$ cat config.mk
export PLATFORM = sky130hd
export DESIGN_NAME = cal_sweep_seq
export DESIGN_NICKNAME = d
export VERILOG_FILES = /design/src/rtl/cal_seq_pkg.sv /design/src/rtl/cal_sine_lut.sv /design/src/rtl/cal_phase_acc.sv /design/src/rtl/cal_slot_ctrl.sv /design/src/rtl/cal_sweep_seq.sv
export SDC_FILE = /design/constraint.sdc
export NUM_CORES = 1
export LEC_CHECK = 0
export ABC_CLOCK_PERIOD_IN_PS = 17100
export BUFFER_PORTS_ARGS = -buffer_cell sky130_fd_sc_hd__buf_2
export CAP_MARGIN = 20
export CORE_UTILIZATION = 50
export CTS_BUF_LIST = sky130_fd_sc_hd__clkbuf_8
export DETAILED_ROUTE_END_ITERATION = 8
export PLACE_DENSITY = 0.73
export SLEW_MARGIN = 20
export SYNTH_ARGS = -nofsm -noshare
export SYNTH_HDL_FRONTEND = slang
export SYNTH_SLANG_ARGS = --single-unit
$ cat constraint.sdc
create_clock -name clk -period 17.1 [get_ports clk]
set_clock_uncertainty 0.1 [all_clocks]
set_input_delay 3.42 -clock clk [delete_from_list [all_inputs] [get_ports clk]]
set_output_delay 3.42 -clock clk [all_outputs]
set_load 0.03 [all_outputs]
$ cat src/rtl/cal_seq_pkg.sv
package cal_seq_pkg;

    typedef enum logic {
        SEQ_IDLE = 1'b0,
        SEQ_RUN  = 1'b1
    } seq_state_e;

endpackage

$ cat src/rtl/cal_sine_lut.sv
// Quarter-wave folded sine shape, computed arithmetically from the address.
module cal_sine_lut #(
    parameter int LUT_AW = 6,
    parameter int SMP_W  = 16
) (
    input  logic [LUT_AW+1:0] ph_top,
    output logic [SMP_W-1:0]  sample
);
    localparam int          Q   = 1 << LUT_AW;
    localparam int unsigned AMP = (1 << (SMP_W - 1)) - 1;
    localparam int          MW  = SMP_W + 2 * LUT_AW + 4;
    localparam int          SH  = 2 * LUT_AW;

    logic [1:0]        quad;
    logic [LUT_AW-1:0] idx;
    logic [LUT_AW:0]   a;
    logic [LUT_AW+1:0] b;
    logic [MW-1:0]     prod;
    logic [SMP_W-1:0]  mag;

    always_comb begin
        quad = ph_top[LUT_AW+1 -: 2];
        idx  = ph_top[LUT_AW-1:0];
        a    = quad[0] ? ((LUT_AW+1)'(Q) - {1'b0, idx}) : {1'b0, idx};
        b    = (LUT_AW+2)'(2 * Q) - {1'b0, a};
        prod = MW'(AMP) * MW'(a) * MW'(b);
        mag  = SMP_W'(prod >> SH);
        sample = quad[1] ? (~mag + 1'b1) : mag;
    end
endmodule

$ cat src/rtl/cal_phase_acc.sv
// Free-running phase accumulator; cleared only at sweep start.
module cal_phase_acc #(
    parameter int ACC_W  = 32,
    parameter int OUT_W  = 8
) (
    input  logic             clk,
    input  logic             rst_n,
    input  logic             clear,
    input  logic             step,
    input  logic [ACC_W-1:0] inc,
    output logic [OUT_W-1:0] ph_top
);
    typedef struct packed {
        logic [ACC_W-1:0] phase;
    } acc_t;

    acc_t r_d, r_q;

    always_comb begin
        r_d = r_q;
        if (clear) begin
            r_d.phase = '0;
        end else if (step) begin
            r_d.phase = r_q.phase + inc;
        end
    end

    always_ff @(posedge clk) begin
        if (!rst_n) r_q <= '0;
        else        r_q <= r_d;
    end

    assign ph_top = r_q.phase[ACC_W-1 -: OUT_W];
endmodule

$ cat src/rtl/cal_slot_ctrl.sv
// Sweep state machine: start validation, slot and channel counting, capture window.
module cal_slot_ctrl
    import cal_seq_pkg::*;
#(
    parameter int NCH    = 16,
    parameter int SLOT_W = 16,
    parameter int ACC_W  = 32,
    parameter int CH_W   = $clog2(NCH)
) (
    input  logic              clk,
    input  logic              rst_n,
    input  logic              start,
    input  logic [ACC_W-1:0]  freq_word,
    input  logic [SLOT_W-1:0] slot_len,
    input  logic [SLOT_W-1:0] settle_len,
    output logic              busy,
    output logic              done,
    output logic              start_rej,
    output logic [CH_W-1:0]   ch_idx,
    output logic              cap_valid,
    output logic              acc_clear,
    output logic [ACC_W-1:0]  acc_inc
);
    localparam logic [CH_W-1:0] LAST_CH = CH_W'(NCH - 1);

    typedef struct packed {
        seq_state_e        st;
        logic [CH_W-1:0]   ch;
        logic [SLOT_W-1:0] cnt;
        logic [ACC_W-1:0]  fw;
        logic [SLOT_W-1:0] slot;
        logic [SLOT_W-1:0] settle;
        logic              done;
        logic              rej;
    } ctrl_t;

    ctrl_t r_d, r_q;

    logic [ACC_W-1:0] turn_prod;
    logic             cfg_ok;
    logic             clr_d;

    always_comb begin
        turn_prod = freq_word * ACC_W'(slot_len);
        cfg_ok    = (slot_len != '0) && (settle_len < slot_len) && (turn_prod == '0);

        r_d      = r_q;
        r_d.done = 1'b0;
        r_d.rej  = 1'b0;
        clr_d    = 1'b0;

        unique case (r_q.st)
            SEQ_IDLE: begin
                if (start) begin
                    if (cfg_ok) begin
                        r_d.st     = SEQ_RUN;
                        r_d.ch     = '0;
                        r_d.cnt    = '0;
                        r_d.fw     = freq_word;
                        r_d.slot   = slot_len;
                        r_d.settle = settle_len;
                        clr_d      = 1'b1;
                    end else begin
                        r_d.rej = 1'b1;
                    end
                end
            end
            SEQ_RUN: begin
                if (r_q.cnt == r_q.slot - 1'b1) begin
                    r_d.cnt = '0;
                    if (r_q.ch == LAST_CH) begin
                        r_d.st   = SEQ_IDLE;
                        r_d.ch   = '0;
                        r_d.done = 1'b1;
                    end else begin
                        r_d.ch = r_q.ch + 1'b1;
                    end
                end else begin
                    r_d.cnt = r_q.cnt + 1'b1;
                end
            end
            default: r_d.st = SEQ_IDLE;
        endcase
    end

    always_ff @(posedge clk) begin
        if (!rst_n) r_q <= '0;
        else        r_q <= r_d;
    end

    assign busy      = (r_q.st == SEQ_RUN);
    assign done      = r_q.done;
    assign start_rej = r_q.rej;
    assign ch_idx    = r_q.ch;
    assign cap_valid = busy && (r_q.cnt >= r_q.settle);
    assign acc_clear = clr_d;
    assign acc_inc   = r_q.fw;
endmodule

$ cat src/rtl/cal_sweep_seq.sv
// Top: tone synthesis plus per-channel routing for a time-slotted sweep.
module cal_sweep_seq #(
    parameter int NCH    = 16,
    parameter int SLOT_W = 16,
    parameter int ACC_W  = 32,
    parameter int LUT_AW = 6,
    parameter int SMP_W  = 16,
    parameter int CH_W   = $clog2(NCH)
) (
    input  logic                 clk,
    input  logic                 rst_n,
    input  logic                 start,
    input  logic [ACC_W-1:0]     freq_word,
    input  logic [SLOT_W-1:0]    slot_len,
    input  logic [SLOT_W-1:0]    settle_len,
    output logic [NCH*SMP_W-1:0] ch_tx,
    output logic                 cap_valid,
    output logic [CH_W-1:0]      cap_chan,
    output logic                 busy,
    output logic                 done,
    output logic                 start_rej
);
    localparam int PT_W = LUT_AW + 2;

    logic              acc_clear;
    logic [ACC_W-1:0]  acc_inc;
    logic [PT_W-1:0]   ph_top;
    logic [SMP_W-1:0]  tone;

    cal_slot_ctrl #(
        .NCH   (NCH),
        .SLOT_W(SLOT_W),
        .ACC_W (ACC_W),
        .CH_W  (CH_W)
    ) u_ctrl (
        .clk       (clk),
        .rst_n     (rst_n),
        .start     (start),
        .freq_word (freq_word),
        .slot_len  (slot_len),
        .settle_len(settle_len),
        .busy      (busy),
        .done      (done),
        .start_rej (start_rej),
        .ch_idx    (cap_chan),
        .cap_valid (cap_valid),
        .acc_clear (acc_clear),
        .acc_inc   (acc_inc)
    );

    cal_phase_acc #(
        .ACC_W(ACC_W),
        .OUT_W(PT_W)
    ) u_acc (
        .clk   (clk),
        .rst_n (rst_n),
        .clear (acc_clear),
        .step  (busy),
        .inc   (acc_inc),
        .ph_top(ph_top)
    );

    cal_sine_lut #(
        .LUT_AW(LUT_AW),
        .SMP_W (SMP_W)
    ) u_lut (
        .ph_top(ph_top),
        .sample(tone)
    );

    for (genvar i = 0; i < NCH; i++) begin : g_route
        assign ch_tx[i*SMP_W +: SMP_W] =
            (busy && (cap_chan == CH_W'(i))) ? tone : '0;
    end
endmodule

# --- Word level (Yosys, flattened, before mapping) ---
# Cells that the tools add are included.
totals:
  regBits: 119
  word_cells: 102
  in_bits: 67
  out_inout_bits: 264
op_classes:
  n_reduce_logical: 28
  n_lt_le_gt_ge: 2
  mux: 30
  eq_ne: 19
  multipliers: 3
  n_addsub: 7
  bitwise: 4
ops:
  columns: ["cell", "n"]
  rows:
  - ["16-bit 2-to-1 mux", 18]
  - ["85-bit 2-to-1 mux", 2]
  - ["21-bit case mux with 2 select lines", 1]
  - ["16-bit by 1-bit adder with 16-bit output (second input constant)", 2]
  - ["32-bit adder", 1]
  - ["4-bit equality test (second input constant)", 8]
  - ["32-bit zero test", 1]
  - ["32-bit by 16-bit multiplier with 32-bit output", 1]
  - ["22-bit by 8-bit multiplier with 28-bit output", 1]
  - ["15-bit by 7-bit multiplier with 22-bit output (first input constant)", 1]
  - ["1-bit logical AND", 19]
  - ["16-bit equality test", 1]
  - ["4-bit by 3-bit equality test with 1-bit output (second input constant)", 4]
  - ["16-bit >= comparator", 1]
  - ["16-bit < comparator", 1]
  - ["16-bit NOT", 1]
  - ["16-bit nonzero test", 1]
  - ["16-bit by 1-bit subtractor with 16-bit output (second input constant)", 1]
  - ["3-bit AND reduction", 3]
  - ["4-bit by 2-bit equality test with 1-bit output (second input constant)", 2]
  - ["8-bit by 7-bit subtractor with 8-bit output (first input constant)", 1]
  - ["7-bit 2-to-1 mux", 1]
  - ["7-bit by 6-bit subtractor with 7-bit output (first input constant)", 1]
  - ["1-bit 2-to-1 mux", 6]
  - ["other kinds (11)", 14]

# --- Depth between registers and ports, before layout ---
logic_depth:
  depth_word: 8
  depth_mapped: 46
  mapped_depth_nobuf: 42

# --- Hierarchy ---
# A second synthesis with hierarchy kept.
unflattened:
  hier_cells: 3568
  hier_area_um2: 28518.6
modules_own_cells:
  columns: ["module", "n_inst", "cells_each", "area_per_inst_um2", "seq_area_each_um2"]
  rows:
  - ["cal_slot_ctrl", 1, 1962, 16817.4, 1741.7]
  - ["cal_sine_lut", 1, 913, 7430.9, 0.0]
  - ["cal_phase_acc", 1, 345, 2836.5, 640.6]
  - ["cal_sweep_seq", 1, 348, 1433.9, 0.0]

# --- Worst setup path before layout ---
# No wires, ideal clock.
synth_path:
  path_type: "register to output"
  from: "reg u_acc.r_q[24] (netlist bit)"
  to: "out ch_tx[111]"
  setup_slack_ns: 1.606
  stages_incl_launch_ff: 44
  n_path_buf: 3
  t_arrival_ns: 11.974
  t_required_ns: 13.580
  cell_sequence: "dfxtp_1 clkinv_1 clkbuf_1 ha_1 nand2_1 o21ai_0 xnor2_1 inv_1 fa_1 fa_1 fa_1 inv_1 fa_1 inv_1 ha_1 o21a_1 o31a_1 o211ai_1 (+8 left out) inv_1 fa_1 inv_1 ha_1 clkbuf_1 nand2_1 o21ai_0 or4_1 a211oi_1 nor2_1 xnor2_1 o211ai_1 o31ai_1 a21boi_1 xnor3_1 xor2_1 clkbuf_1 nor2_1"
synth_between:
  elab_chain_len: 8
  elab_cells_between_ends: 9
  cone_classes: "3 x add/sub; 2 x mul; 3 x mux; 1 x bitwise"
synth_lines:
  columns: ["item", "line", "rtl"]
  rows:
  - ["from (decl)", "cal_phase_acc.sv:17", "acc_t r_d, r_q;"]
  - ["from (signal assigned)", "cal_phase_acc.sv:30", "else r_q <= r_d;"]
  - ["7-bit by 6-bit subtractor with 7-bit output", "cal_sine_lut.sv:24", "a = quad[0] ? ((LUT_AW+1)'(Q) - {1'b0, idx}) : {1'b0, idx};"]
  - ["7-bit 2-to-1 mux *", "cal_sine_lut.sv:24", null]
  - ["15-bit by 7-bit multiplier with 22-bit output or 8-bit by 7-bit subtractor with 8-bit output (tied branches)", "cal_sine_lut.sv:26, cal_sine_lut.sv:25", null]
  - ["22-bit by 8-bit multiplier with 28-bit output *", "cal_sine_lut.sv:26", "prod = MW'(AMP) * MW'(a) * MW'(b);"]
  - ["16-bit NOT", "cal_sine_lut.sv:28", "sample = quad[1] ? (~mag + 1'b1) : mag;"]
  - ["16-bit by 1-bit adder with 16-bit output", "cal_sine_lut.sv:28", null]
  - ["16-bit 2-to-1 mux *", "cal_sine_lut.sv:28", null]
  - ["16-bit 2-to-1 mux *", "cal_sweep_seq.sv:73", "(busy && (cap_chan == CH_W'(i))) ? tone : '0;"]
  - ["to (decl)", "cal_sweep_seq.sv:16", "output logic [NCH*SMP_W-1:0] ch_tx,"]
# Every way passes the cells marked *; elsewhere a longest branch is shown, timed or not.

# --- Worst setup path in the final report ---
layout_path:
  from: "reg u_acc.r_q[24] (netlist bit)"
  to: "out ch_tx[207]"
# Same word-level chain as after synthesis.

==> summary.md <==
| Metric | Value |
|---|---|
| Crit start category | `register` |
| Leading cell types in the layout, fill and taps excluded | `inv_1 (615), fa_1 (443), nor2_1 (421)` |
| Skew-Pair Late Insertion Delay | `0.48 ns` |
| Worst Hold Path Cells | `2` |
| Crit-path slowest cell | `fa_1` |
| Initial Utilization | `50.8%` |
| Slew margin rel. | `29.4%` |
| CTS Root Cell | `clkbuf_8` |
| Crit path largest cell delay | `0.69 ns` |
| Register area share after synthesis | `8.48%` |
| # DRC | `0` |
| Max cap viols | `0` |
| Die height | `239 um` |
| CP Class | `register to output port` |
| First-pass DRT Iterations | `6` |
| Layout area overhead | `9.17%` |
| Rows | `86` |
| Total Routing Usage GR | `28.0%` |
| Dpl cells | `4388` |
| Die area | `0.0571 mm2` |
| Seq cells post-synth | `119` |
| Most common cell after layout, fill and taps aside | `inv_1` |
| Port Buf Inserts | `330` |
| Worst R2R Setup Slack | `13.07 ns` |
| Initial antenna violation count | `2` |
| Fillcell total | `5191` |
| Slew Limit Fails | `0` |
| Layout cells sized above 1 | `11.3%` |
| Multi-input logic area | `0.0227 mm2` |
| CTS tree | `done` |
| Pleak | `15.2 nW` |
| Primary FF master, synth | `dfxtp_1` |
| Core Region | `0.0553 mm2` |
| Final setup viols | `0` |
| Vias after detailed routing | `24100` |
| Hold_sp | `u_acc.r_q[19]$_SDFFE_PP0P_` |
| Syn Area/Cell | `8.15 um2` |
| Synth Instances | `3447` |
| Distinct cells, synth | `81` |
| CP max FO | `23` |
| Status | `finished clean` |
| Post-DRT Antenna Nets | `0` |
| RSZ-0062 raised after global routing | `false` |
| Critical path arrival | `12.66 ns` |
| Final WL | `78700 um` |
| CP required | `13.58 ns` |
| Fin nets | `4390` |
| WL/cell | `17.8 um` |
| Share of the synthesized area in the top cell type | `31.6%` |
| Drt first-iter violations | `1955` |
| Actual slew at the worst max-slew pin | `1.05 ns` |
| Peak Freq | `61.8 MHz` |
| Hold EP | `u_acc.r_q[19]$_SDFFE_PP0P_` |
| Largest net degree at the start of global routing | `66` |
| Max VDD drop | `0.304 mV` |
| Number of vias per cell | `5.45` |
| R2r endpoint | `u_ctrl.r_q[76]$_SDFFE_PN0P_` |
| Post-synth EDFFs | `0` |
| R2R Path Start | `u_ctrl.r_q[23]$_SDFFE_PN0P_` |
| Number of global-route vias before repair | `23100` |
| Inserted Clock Buffers | `17` |
| Syn nets | `4176` |
| Max clock buf depth | `2` |
| Placed wire-length estimate | `59500 um` |
| Fin cells | `4422` |
| Sequential cell area | `0.00238 mm2` |
| Period utilisation layout | `94.6%` |
| Ports | `331` |
| Clk slew on worst S/H paths | `0.08 ns` |
| First-pass GRT wire length | `125000 um` |
| Syn Std Cell Area | `0.0281 mm2` |
| Worst Setup End Kind | `output port` |
| Clk sinks | `119` |
| RePlAce Congestion | `0.924` |
| Setup TNS | `0 ns` |
| Worst hold-check path type | `register to register` |
| Die width | `239 um` |
| Biggest area consumer among synthesized cells | `fa_1` |
| CP most frequent cell | `fa_1` |
| Final Hold Vio Count | `0` |
| Pwr dens | `167 mW/mm2` |
| FF-to-FF path depth | `10` |
| Area contributors post-synth | `fa_1 (32%), ha_1 (9.8%), and2_1 (8.6%), dfxtp_1 (8.5%), inv_1 (8.2%)` |
| H-tree levels | `4` |
| Yosys warns | `0` |
| Fraction of registers with async set/reset | `0%` |
| Diode count | `0` |
| Crit path time final | `16.18 ns` |
| Grt ovf | `0` |
sequential cells by signal, summed over array words and instances, names as in the netlist:
| register | flops |
|---|---|
| u_ctrl.ch_idx | 4 |
| u_ctrl.start_rej | 1 |
| u_acc.r_q | 32 |
| u_ctrl.r_q | 48 |
| u_ctrl.done | 1 |
| u_ctrl.busy | 1 |
| u_ctrl.acc_inc | 32 |
worst max-delay path, delay by kind of cell (launching register included):
family / cells / cell delay [ns]
AOI/OAI and AO/OA: 12 / 2.98
xor gates and xnor gates: 5 / 1.50
adders and majority gates: 11 / 5.03
buffers and inverters: 9 / 1.16
DFF: 1 / 0.33
and+or+nand+nor: 6 / 1.19
cells by family (layout without fill, tap and decap cells):
group / Yosys count / in the layout / share of synthesized area (%)
other: 1 / 1 / 0.0133
AO/OA/AOI/OAI: 383 / 383 / 9.10
buffers and inverters: 782 / 1009 / 10.6
adder cells (fa/ha/maj): 662 / 662 / 41.3
multiplexers: 72 / 72 / 2.57
AND/OR/NAND/NOR: 1281 / 1281 / 23.2
XOR/XNOR: 147 / 147 / 4.68
flip-flops: 119 / 119 / 8.48
cell usage after synthesis, types with 18 or more instances:
library cell / count
a21o_1: 46
a21oi_1: 83
and2_1: 385
and3_1: 24
clkbuf_1: 145
dfxtp_1: 119
fa_1: 443
ha_1: 219
inv_1: 615
mux2i_1: 71
nand2_1: 168
nand2b_1: 37
nand3_1: 40
nor2_1: 421
nor2b_1: 85
nor3_1: 34
o21a_1: 18
o21ai_0: 68
o22ai_1: 37
or3_1: 21
xnor2_1: 94
xor2_1: 51
stage by stage:
step	power, mW	worst slack, ns	utilization (%)	hold WS [ns]	cell area [um2]
5_1_grt	5.65	0.144	55.5	0.395	30700
2_1_floorplan	3.69	1.61	-	0.333	28100
6_report	5.12	0.923	55.5	0.365	30700
3_5_place_dp	4.76	1.22	54.7	0.353	30200
3_3_place_gp	4.72	1.59	54.7	0.347	30200
4_1_cts	5.06	0.625	55.4	0.364	30600
repair_timing:
item / in CTS / in global routing
endpoints found under the setup margin: 0 / 16
setup buffers: 0 / 2
gates resized for setup: 0 / 1
hold buffers: 0 / 0
worst max path at each step:
stage                          startpoint  depth (start not counted)    endpoint  slack, ns
2_1_floorplan  u_acc.r_q[24]$_SDFFE_PP0P_                         43  ch_tx[111]       1.61
3_3_place_gp   u_acc.r_q[24]$_SDFFE_PP0P_                         43  ch_tx[111]       1.59
3_5_place_dp   u_acc.r_q[24]$_SDFFE_PP0P_                         42  ch_tx[207]       1.22
4_1_cts        u_acc.r_q[24]$_SDFFE_PP0P_                         42  ch_tx[207]       0.63
5_1_grt        u_acc.r_q[24]$_SDFFE_PP0P_                         42   ch_tx[15]       0.14
6_report       u_acc.r_q[24]$_SDFFE_PP0P_                         43  ch_tx[207]       0.92
area by class of cell:
class                           instances  share of cell area, %
Timing Repair Buffer                  360                   6.13
Clock buffer                           18                  0.808
Sequential cell                       119                   7.77
Inverter                              617                   7.55
Multi-Input combinational cell       2546                   74.2
Tap cell                              748                   3.05
Clock inverter                         14                  0.526
routing by layer:
metal | wire [um] | vias up | track usage, %
met5 | 0 | - | 0
met4 | 2040 | 0 | 8.14
met3 | 7260 | 119 | 5.33
met2 | 34600 | 989 | 42.1
met1 | 34900 | 11800 | 40.6
li1 | - | 11200 | -
power breakdown:
| group | internal (mW) | switching (mW) |
|---|---|---|
| clock network | 0.137 | 0.137 |
| registers | 0.277 | 0.0000200 |
| logic | 1.77 | 2.80 |
Note: power is estimated with default switching activity, not from simulation.
